===== config.mk =====
export PLATFORM = sky130hd
export DESIGN_NAME = osc_stop_ctrl
export DESIGN_NICKNAME = d
export VERILOG_FILES = /design/src/rtl/ocs_pkg.sv /design/src/rtl/osc_stop_guard.sv /design/src/rtl/stab_counter.sv /design/src/rtl/osc_stop_ctrl.sv
export SDC_FILE = /design/constraint.sdc
export NUM_CORES = 1
export LEC_CHECK = 0
export ABC_CLOCK_PERIOD_IN_PS = 4000
export BUFFER_PORTS_ARGS = -buffer_cell sky130_fd_sc_hd__buf_4
export CAP_MARGIN = 5
export CORE_ASPECT_RATIO = 2
export CORE_MARGIN = 5
export CORE_UTILIZATION = 40
export DETAILED_ROUTE_END_ITERATION = 10
export GPL_ROUTABILITY_DRIVEN = 1
export SLEW_MARGIN = 20
export SYNTH_ARGS = -nofsm -noshare
export SYNTH_HDL_FRONTEND = slang
export SYNTH_SLANG_ARGS = --single-unit

===== constraint.sdc =====
create_clock -name clk -period 4 [get_ports clk]
set_input_delay 0.8 -clock clk [delete_from_list [all_inputs] [get_ports clk]]
set_output_delay 0.8 -clock clk [all_outputs]
set_load 0.02 [all_outputs]

===== src/rtl/ocs_pkg.sv =====
package ocs_pkg;
  localparam int ADDR_W   = 2;
  localparam int IDX_HIO  = 0;
  localparam int IDX_SUB  = 1;
  localparam int IDX_MAIN = 2;
  localparam logic [ADDR_W-1:0] A_STOP = 2'd0;
  localparam logic [ADDR_W-1:0] A_CFG  = 2'd1;
  localparam logic [ADDR_W-1:0] A_STAT = 2'd2;
  localparam logic [ADDR_W-1:0] A_ERR  = 2'd3;
  localparam int CFG_MSEL = 0;
  localparam int CFG_SSEL = 1;
  localparam int CFG_EXT  = 4;
  localparam int CFG_OSC  = 5;
endpackage


===== src/rtl/osc_stop_guard.sv =====
module osc_stop_guard
  import ocs_pkg::*;
(
  input  logic       clk,
  input  logic       rst,
  input  logic       wr,
  input  logic [2:0] req,
  input  logic       main_sel,
  input  logic       sub_sel,
  input  logic       ext_clk,
  input  logic       osc_sel,
  output logic [2:0] stop_q,
  output logic       err_q,
  output logic       stab_clr,
  output logic       stab_start
);
  logic [2:0] ok, reject, nxt;

  always_comb begin
    ok[IDX_MAIN] = sub_sel | ~main_sel;
    ok[IDX_SUB]  = ~sub_sel;
    ok[IDX_HIO]  = sub_sel | main_sel;
  end

  for (genvar i = 0; i < 3; i++) begin : g_bit
    assign reject[i] = wr & req[i] & ~stop_q[i] & ~ok[i];
    assign nxt[i]    = (wr & ~reject[i]) ? req[i] : stop_q[i];
  end

  assign stab_clr   = wr & req[IDX_MAIN] & ~reject[IDX_MAIN];
  assign stab_start = wr & ~req[IDX_MAIN] & stop_q[IDX_MAIN] & ~ext_clk & osc_sel;

  always_ff @(posedge clk) begin
    if (rst) begin
      stop_q <= 3'b110;
      err_q  <= 1'b0;
    end else begin
      stop_q <= nxt;
      if (|reject) err_q <= 1'b1;
    end
  end


  main_guard_chk: assert property (@(posedge clk) disable iff (rst)
    (!stop_q[IDX_MAIN] && main_sel && !sub_sel) |=> !stop_q[IDX_MAIN]);

  sub_guard_chk: assert property (@(posedge clk) disable iff (rst)
    (!stop_q[IDX_SUB] && sub_sel) |=> !stop_q[IDX_SUB]);

  hio_guard_chk: assert property (@(posedge clk) disable iff (rst)
    (!stop_q[IDX_HIO] && !sub_sel && !main_sel) |=> !stop_q[IDX_HIO]);

  err_sticky_chk: assert property (@(posedge clk) disable iff (rst)
    err_q |=> err_q);
endmodule


===== src/rtl/stab_counter.sv =====
module stab_counter #(
  parameter int FIRST_EXP = 8,
  parameter int NSTEP     = 8
) (
  input  logic             clk,
  input  logic             rst,
  input  logic             clr,
  input  logic             start,
  output logic [NSTEP-1:0] stat
);
  localparam int CNT_W = FIRST_EXP + NSTEP;
  localparam logic [CNT_W-1:0] LAST = CNT_W'(1) << (FIRST_EXP + NSTEP - 1);

  logic [CNT_W-1:0] cnt;
  logic             run;
  logic [NSTEP-1:0] therm;

  for (genvar k = 0; k < NSTEP; k++) begin : g_thr
    assign therm[NSTEP-1-k] = (cnt >= (CNT_W'(1) << (FIRST_EXP + k)));
  end

  always_ff @(posedge clk) begin
    if (rst || clr) begin
      cnt  <= '0;
      run  <= 1'b0;
      stat <= '0;
    end else if (start) begin
      cnt  <= '0;
      run  <= 1'b1;
      stat <= '0;
    end else begin
      stat <= therm;
      if (run && cnt != LAST) cnt <= cnt + 1'b1;
    end
  end


  therm_shape_chk: assert property (@(posedge clk) disable iff (rst)
    stat == NSTEP'(~({NSTEP{1'b1}} >> $countones(stat))));

  clear_zero_chk: assert property (@(posedge clk) disable iff (rst)
    clr |=> stat == '0);

  grow_only_chk: assert property (@(posedge clk) disable iff (rst)
    (!clr && !start) |=> $countones(stat) >= $countones($past(stat)));
endmodule


===== src/rtl/osc_stop_ctrl.sv =====
module osc_stop_ctrl
  import ocs_pkg::*;
#(
  parameter int FIRST_EXP = 8
) (
  input  logic        clk,
  input  logic        rst,
  input  logic        wr_en,
  input  logic [1:0]  wr_addr,
  input  logic [7:0]  wr_data,
  input  logic [1:0]  rd_addr,
  input  logic [2:0]  rd_bit_sel,
  input  logic        stop_req,
  input  logic        wake,
  output logic [7:0]  rd_data,
  output logic        rd_bit,
  output logic [2:0]  stop_o,
  output logic        err_o
);
  logic [7:0] cfg_q;
  logic [7:0] stat;
  logic       g_clr, g_start;
  logic       wr_stop;

  assign wr_stop = wr_en && (wr_addr == A_STOP);

  always_ff @(posedge clk) begin
    if (rst)                              cfg_q <= '0;
    else if (wr_en && wr_addr == A_CFG)   cfg_q <= wr_data;
  end

  osc_stop_guard u_guard (
    .clk       (clk),
    .rst       (rst),
    .wr        (wr_stop),
    .req       ({wr_data[7], wr_data[6], wr_data[0]}),
    .main_sel  (cfg_q[CFG_MSEL]),
    .sub_sel   (cfg_q[CFG_SSEL]),
    .ext_clk   (cfg_q[CFG_EXT]),
    .osc_sel   (cfg_q[CFG_OSC]),
    .stop_q    (stop_o),
    .err_q     (err_o),
    .stab_clr  (g_clr),
    .stab_start(g_start)
  );

  stab_counter #(.FIRST_EXP(FIRST_EXP), .NSTEP(8)) u_cnt (
    .clk  (clk),
    .rst  (rst),
    .clr  (g_clr | stop_req),
    .start(g_start | wake),
    .stat (stat)
  );

  always_ff @(posedge clk) begin
    if (rst) begin
      rd_data <= '0;
      rd_bit  <= 1'b0;
    end else begin
      rd_bit <= stat[rd_bit_sel];
      case (rd_addr)
        A_STOP:  rd_data <= {stop_o[IDX_MAIN], stop_o[IDX_SUB], 5'b0, stop_o[IDX_HIO]};
        A_CFG:   rd_data <= cfg_q;
        A_STAT:  rd_data <= stat;
        default: rd_data <= {7'b0, err_o};
      endcase
    end
  end


  reset_state_chk: assert property (@(posedge clk)
    rst |=> (stop_o == 3'b110 && !err_o && rd_data == 8'h00));

  stat_read_chk: assert property (@(posedge clk) disable iff (rst)
    (rd_addr == A_STAT) |=> rd_data == $past(stat));
endmodule


# Word-level counts from Yosys, hierarchy flattened

Cells that the tools add are included.

Bitwise gates (word level): 32
Add/sub/neg operators: 1
$lt $le $gt $ge: 9
Eq/ne operators: 4
Multiplexer cells: 3
Reductions and logical operators: 8

Operators with widths:

| kind                                                                     | number |
|---|---|
| 8-bit case mux with 3 select lines                                       | 1 |
| 1-bit bitwise AND                                                        | 17 |
| 16-bit by 1-bit adder with 16-bit output (second input constant)         | 1 |
| 16-bit by 10-bit >= comparator with 1-bit output (second input constant) | 1 |
| 16-bit by 11-bit >= comparator with 1-bit output (second input constant) | 1 |
| 16-bit by 12-bit >= comparator with 1-bit output (second input constant) | 1 |
| 16-bit by 13-bit >= comparator with 1-bit output (second input constant) | 1 |
| 16-bit by 14-bit >= comparator with 1-bit output (second input constant) | 1 |
| 16-bit by 15-bit >= comparator with 1-bit output (second input constant) | 1 |
| 16-bit >= comparator (second input constant)                             | 1 |
| 16-bit by 9-bit >= comparator with 1-bit output (second input constant)  | 1 |
| 16-bit != test (second input constant)                                   | 1 |
| 1-bit NOT                                                                | 11 |
| 2-bit by 1-bit == test with 1-bit output (second input constant)         | 2 |
| 2-bit zero test                                                          | 2 |
| 3-bit by 4-bit < comparator with 1-bit output (second input constant)    | 1 |
| 1-bit bitwise OR                                                         | 4 |
| 1-bit binary-select mux with 3-bit select                                | 1 |
| 1-bit logical AND                                                        | 3 |
| 3-bit OR reduction                                                       | 1 |
| 2-bit == test (second input constant)                                    | 1 |
| 2-bit OR reduction                                                       | 1 |
| 1-bit logical OR                                                         | 1 |
| 1-bit two-way mux                                                        | 1 |

Flip-flop bits (word level): 46
Output and inout bits: 13

# Logic depth before layout (Yosys ltp)

Depth in word-level cells: 10
Gate-level depth with buffers: 7

# Hierarchy

Synthesis repeated with hierarchy kept, for this count alone.

Cell total of the unflattened synthesis: 215
Area, all modules: 2037.0 um^2

By module, submodules not included:

| module         | area an instance (um^2) | seq. area each (um^2) | instances | cells an instance |
|---|---|---|---|---|
| stab_counter   | 1088.5                  | 500.5                 | 1         | 120 |
| osc_stop_ctrl  | 721.9                   | 340.3                 | 1         | 69 |
| osc_stop_guard | 226.5                   | 80.1                  | 1         | 26 |

# Worst setup path before layout

Ideal clock, no wire load.

Kind: input -> register
Start: input wr_addr[1]
End: register u_cnt.stat[3]
Cell stages on the path: 7
Setup slack: 1882 ps
Arrival: 1989 ps
Data required time: 3871 ps
Path through: or3b_1 clkbuf_1 nor4_2 or3b_1 buf_4 buf_4 nor2_1

Cells in the longest elaborated chain, start to end: 10
Elaborated cells on any way between the ends: 15
Those cells by class: bitwise (11); reduce/logical (4)

RTL lines:

| what                                  | RTL line                                   | RTL |
|---|---|---|
| from (decl)                           | osc_stop_ctrl.sv:9                         | `input logic [1:0] wr_addr,` |
| 2-bit zero test *                     | osc_stop_ctrl.sv:25                        | `assign wr_stop = wr_en && (wr_addr == A_STOP);` |
| 1-bit logical AND *                   | osc_stop_ctrl.sv:25                        |  |
| 1-bit bitwise AND                     | osc_stop_guard.sv:26, osc_stop_guard.sv:30 |  |
| 1-bit bitwise AND (2 in series)       | osc_stop_guard.sv:26                       | `assign reject[i] = wr & req[i] & ~stop_q[i] & ~ok[i];` |
| 1-bit NOT                             | osc_stop_guard.sv:30                       | `assign stab_clr = wr & req[IDX_MAIN] & ~reject[IDX_MAIN];` |
| 1-bit bitwise AND                     | osc_stop_guard.sv:30                       |  |
| 1-bit bitwise OR                      | osc_stop_ctrl.sv:50                        | `.clr (g_clr \| stop_req),` |
| 1-bit logical OR                      | stab_counter.sv:23                         | `if (rst \|\| clr) begin` |
| 2-bit OR reduction (no source line) * | n/a                                        |  |
| to (signal assigned)                  | stab_counter.sv:32                         | `stat <= therm;` |
| to (decl)                             | stab_counter.sv:9                          | `output logic [NSTEP-1:0] stat` |

Mark *: on every way between the ends. The rest lies on a longest branch, timed or not.
A chain may end at the register's enable or synchronous reset.

# Worst setup path in the final report

Start: input wr_addr[1]
End: register u_cnt.stat[7]

The elaborated chain is that of the path after synthesis.

==> results_dict.tcl <==
set metrics [dict create \
    num_antenna_cells 0 \
    syn-num-nets 230 \
    syn_to_final_growth_pct 18.46 \
    worstPathCellList "buf_4 -> or3b_1 -> nor4_2 -> or3b_1 -> a21oi_1" \
    dieArea_um2 6443 \
    setup_viol 0 \
    syn_inst 208 \
    dr.first_iter.drc_count 17 \
    fin_crit_ns 2.328 \
    drc 0 \
    layout_common_cells "46 x dfxtp_1, 45 x nor2_1, 32 x buf_4" \
    finalNetCount 261 \
    postSynthAreaPerCell_um2 9.354 \
    synth_seq_area_share 0.4733 \
    yosysWarnings 0 \
    crit_path_frequent_cell "or3b_1" \
    fp.dieH_um 108.6 \
    gp_congestion 0.7943 \
    rows 36 \
    drt-wirelength-per-cell_um 13.79 \
    drtAntennaViolNets 0 \
    fmax_ghz 0.4296 \
    synth.distinct_cells 35 \
    grt_max_degree 25 \
    synth.ff_latch_count 46 \
    tritoncts "done" \
    cts.sink_count 46 \
    place_area_um2 2212 \
    cts_buffers 5 \
    chipWidth_um 59.32 \
    final_layout_size_suffix_gt1_frac 0.1917 \
    worstPathRequired_ns 4.14 \
    cts-resized-gates 0 \
    final.setup_skew_ns 0.008185 \
    cp-end-kind "flop" \
    start_util 0.4037 \
    slew_headroom 0.4649 \
    power.density_nw_per_um2 351.0 \
    grt_overflow_total 0 \
    cts_root_buf "clkbuf_8" \
    port_buffers 32 \
    hold_class "flop to flop" \
    ctsLongestPathBuffers 2 \
    async_flop_share 0 \
    fp.coreArea_um2 4820 \
    mostFrequentLayoutCell "dfxtp_1" \
    worst_slew_pin_slew_ns 0.8026 \
    worstPathArrival_ns 2.47 \
    routed_wl_mm 4.095 \
    ir_drop_v 0.0002204 \
    cp_max_fo 24 \
    max_stage_delay_ns 0.69 \
    synth_area_um2 1946 \
    synthFlopType "dfxtp_1" \
    rsz0062_at_grt "false" \
    critPathKind "input pin to flop" \
    antenna_found_initial 0 \
    firstDrtPassIters 4 \
    cts_hold_buffers 0 \
    via_count 1519 \
    setup_tns_ns 0 \
    leakage_nw 0.8420 \
    reg2regPathDepth 4 \
    clkTransAtPathRegs_ns 0.08 \
    viasPerCell 5.114 \
    hold_viol_final 0 \
    grt_usage 0.1355 \
    h-tree-depth 2 \
    drv_slew 0 \
    critPathSlowestCell "or3b_1" \
    first_global_vias 1514 \
    worst_skew_pair.late_latency_ns 0.29 \
    pin_count 33 \
    layout_worst_path_cycle_share 0.5820 \
    cts_setup_buffers 0 \
    total_power_mw 0.8090 \
    finalInstanceArea_um2 2305 \
    grt_pass1_wl_mm 6.630 \
    dp_hpwl_mm 3.114 \
    synth_edf_count 0 \
    status "finished clean" \
    holdWs_ns 0.5036 \
    min_path_cells 2 \
    drv_cap 0 \
    cp-start-kind "input pin" \
]
[critical path, delay by kind of cell]
family	cells	cell delay [ns]
buffers and inverters	1	0.11
AO/OA/AOI/OAI	1	0.09
AND/OR/NAND/NOR	3	1.46
[cell type report]
| cell class | count | area, µm² |
|---|---|---|
| clock buffers | 5 | 68.82 |
| clock inverters | 3 | 23.77 |
| fillers | 484 | 2515 |
| inverters | 7 | 26.28 |
| multi-input cells | 147 | 953.4 |
| flip-flops and latches | 46 | 920.9 |
| well taps | 57 | 71.32 |
| repair buffers | 32 | 240.2 |
[power by group]
| group | switching [mW] | leakage (nW) | internal [mW] |
|---|---|---|---|
| sequential | 0.00553 | 0.372 | 0.464 |
| clock | 0.158 | 0.0408 | 0.125 |
| combinational | 0.0280 | 0.429 | 0.0283 |
[Yosys cell counts, drive strengths merged, types with 5 or more instances]
library cell	number	area, µm²
inv	7	26.28
mux2i	12	120.1
nand4	5	31.28
clkbuf	5	18.77
nand3	5	37.54
xnor2	11	96.34
nor4	9	62.56
a21oi	10	50.05
nand2	7	26.28
nor3	5	25.02
nor2	45	168.9
nor2b	5	31.28
dfxtp	46	920.9
a22oi	5	37.54
[worst paths after layout]
path,from,to,slack (ns)
worst max-delay path,wr_addr[1],u_cnt.stat[7],1.67
worst min-delay path,cfg_q[7],cfg_q[7],0.50
worst max register to register,cfg_q[1],u_cnt.stat[7],2.12
worst min register to register,cfg_q[7],cfg_q[7],0.50
[cell families (layout without fill, tap and decap cells)]
group,count (synthesis),after routing,synth area share
AOI/OAI and AO/OA,21,21,0.06817
xor gates and xnor gates,13,13,0.05852
adders and majority gates,2,2,0.01286
buffers and inverters,15,47,0.03666
DFF,46,46,0.4733
muxes,15,15,0.09646
and+or+nand+nor,96,96,0.2540
[per-stage QoR]
step                  util  setup WS [ns]  cells
global route        0.4782          1.497    297
finish              0.4782          1.672    297
CTS                 0.4782          1.633    297
detailed placement  0.4590          1.311    289
floorplan                -          1.882    208
global placement    0.4590          1.375    289
[per-layer routing]
| metal | vias to the layer above | wire length, µm | track usage |
|---|---|---|---|
| li1 | 792 | - | - |
| met1 | 691 | 1455 | 0.1255 |
| met5 | - | 0 | 0 |
| met2 | 28 | 2374 | 0.2613 |
| met4 | 0 | 91 | 0.06159 |
| met3 | 8 | 174 | 0.03318 |
[registers in the layout, summed over array words and instances, names as in the netlist]
| register | cells |
|---|---|
| u_cnt.cnt | 16 |
| cfg_q | 8 |
| rd_data | 8 |
| u_cnt.stat | 8 |
| u_guard.stop_q | 3 |
| rd_bit | 1 |
| u_cnt.run | 1 |
| u_guard.err_q | 1 |
Note: power is estimated with default switching activity, not from simulation.
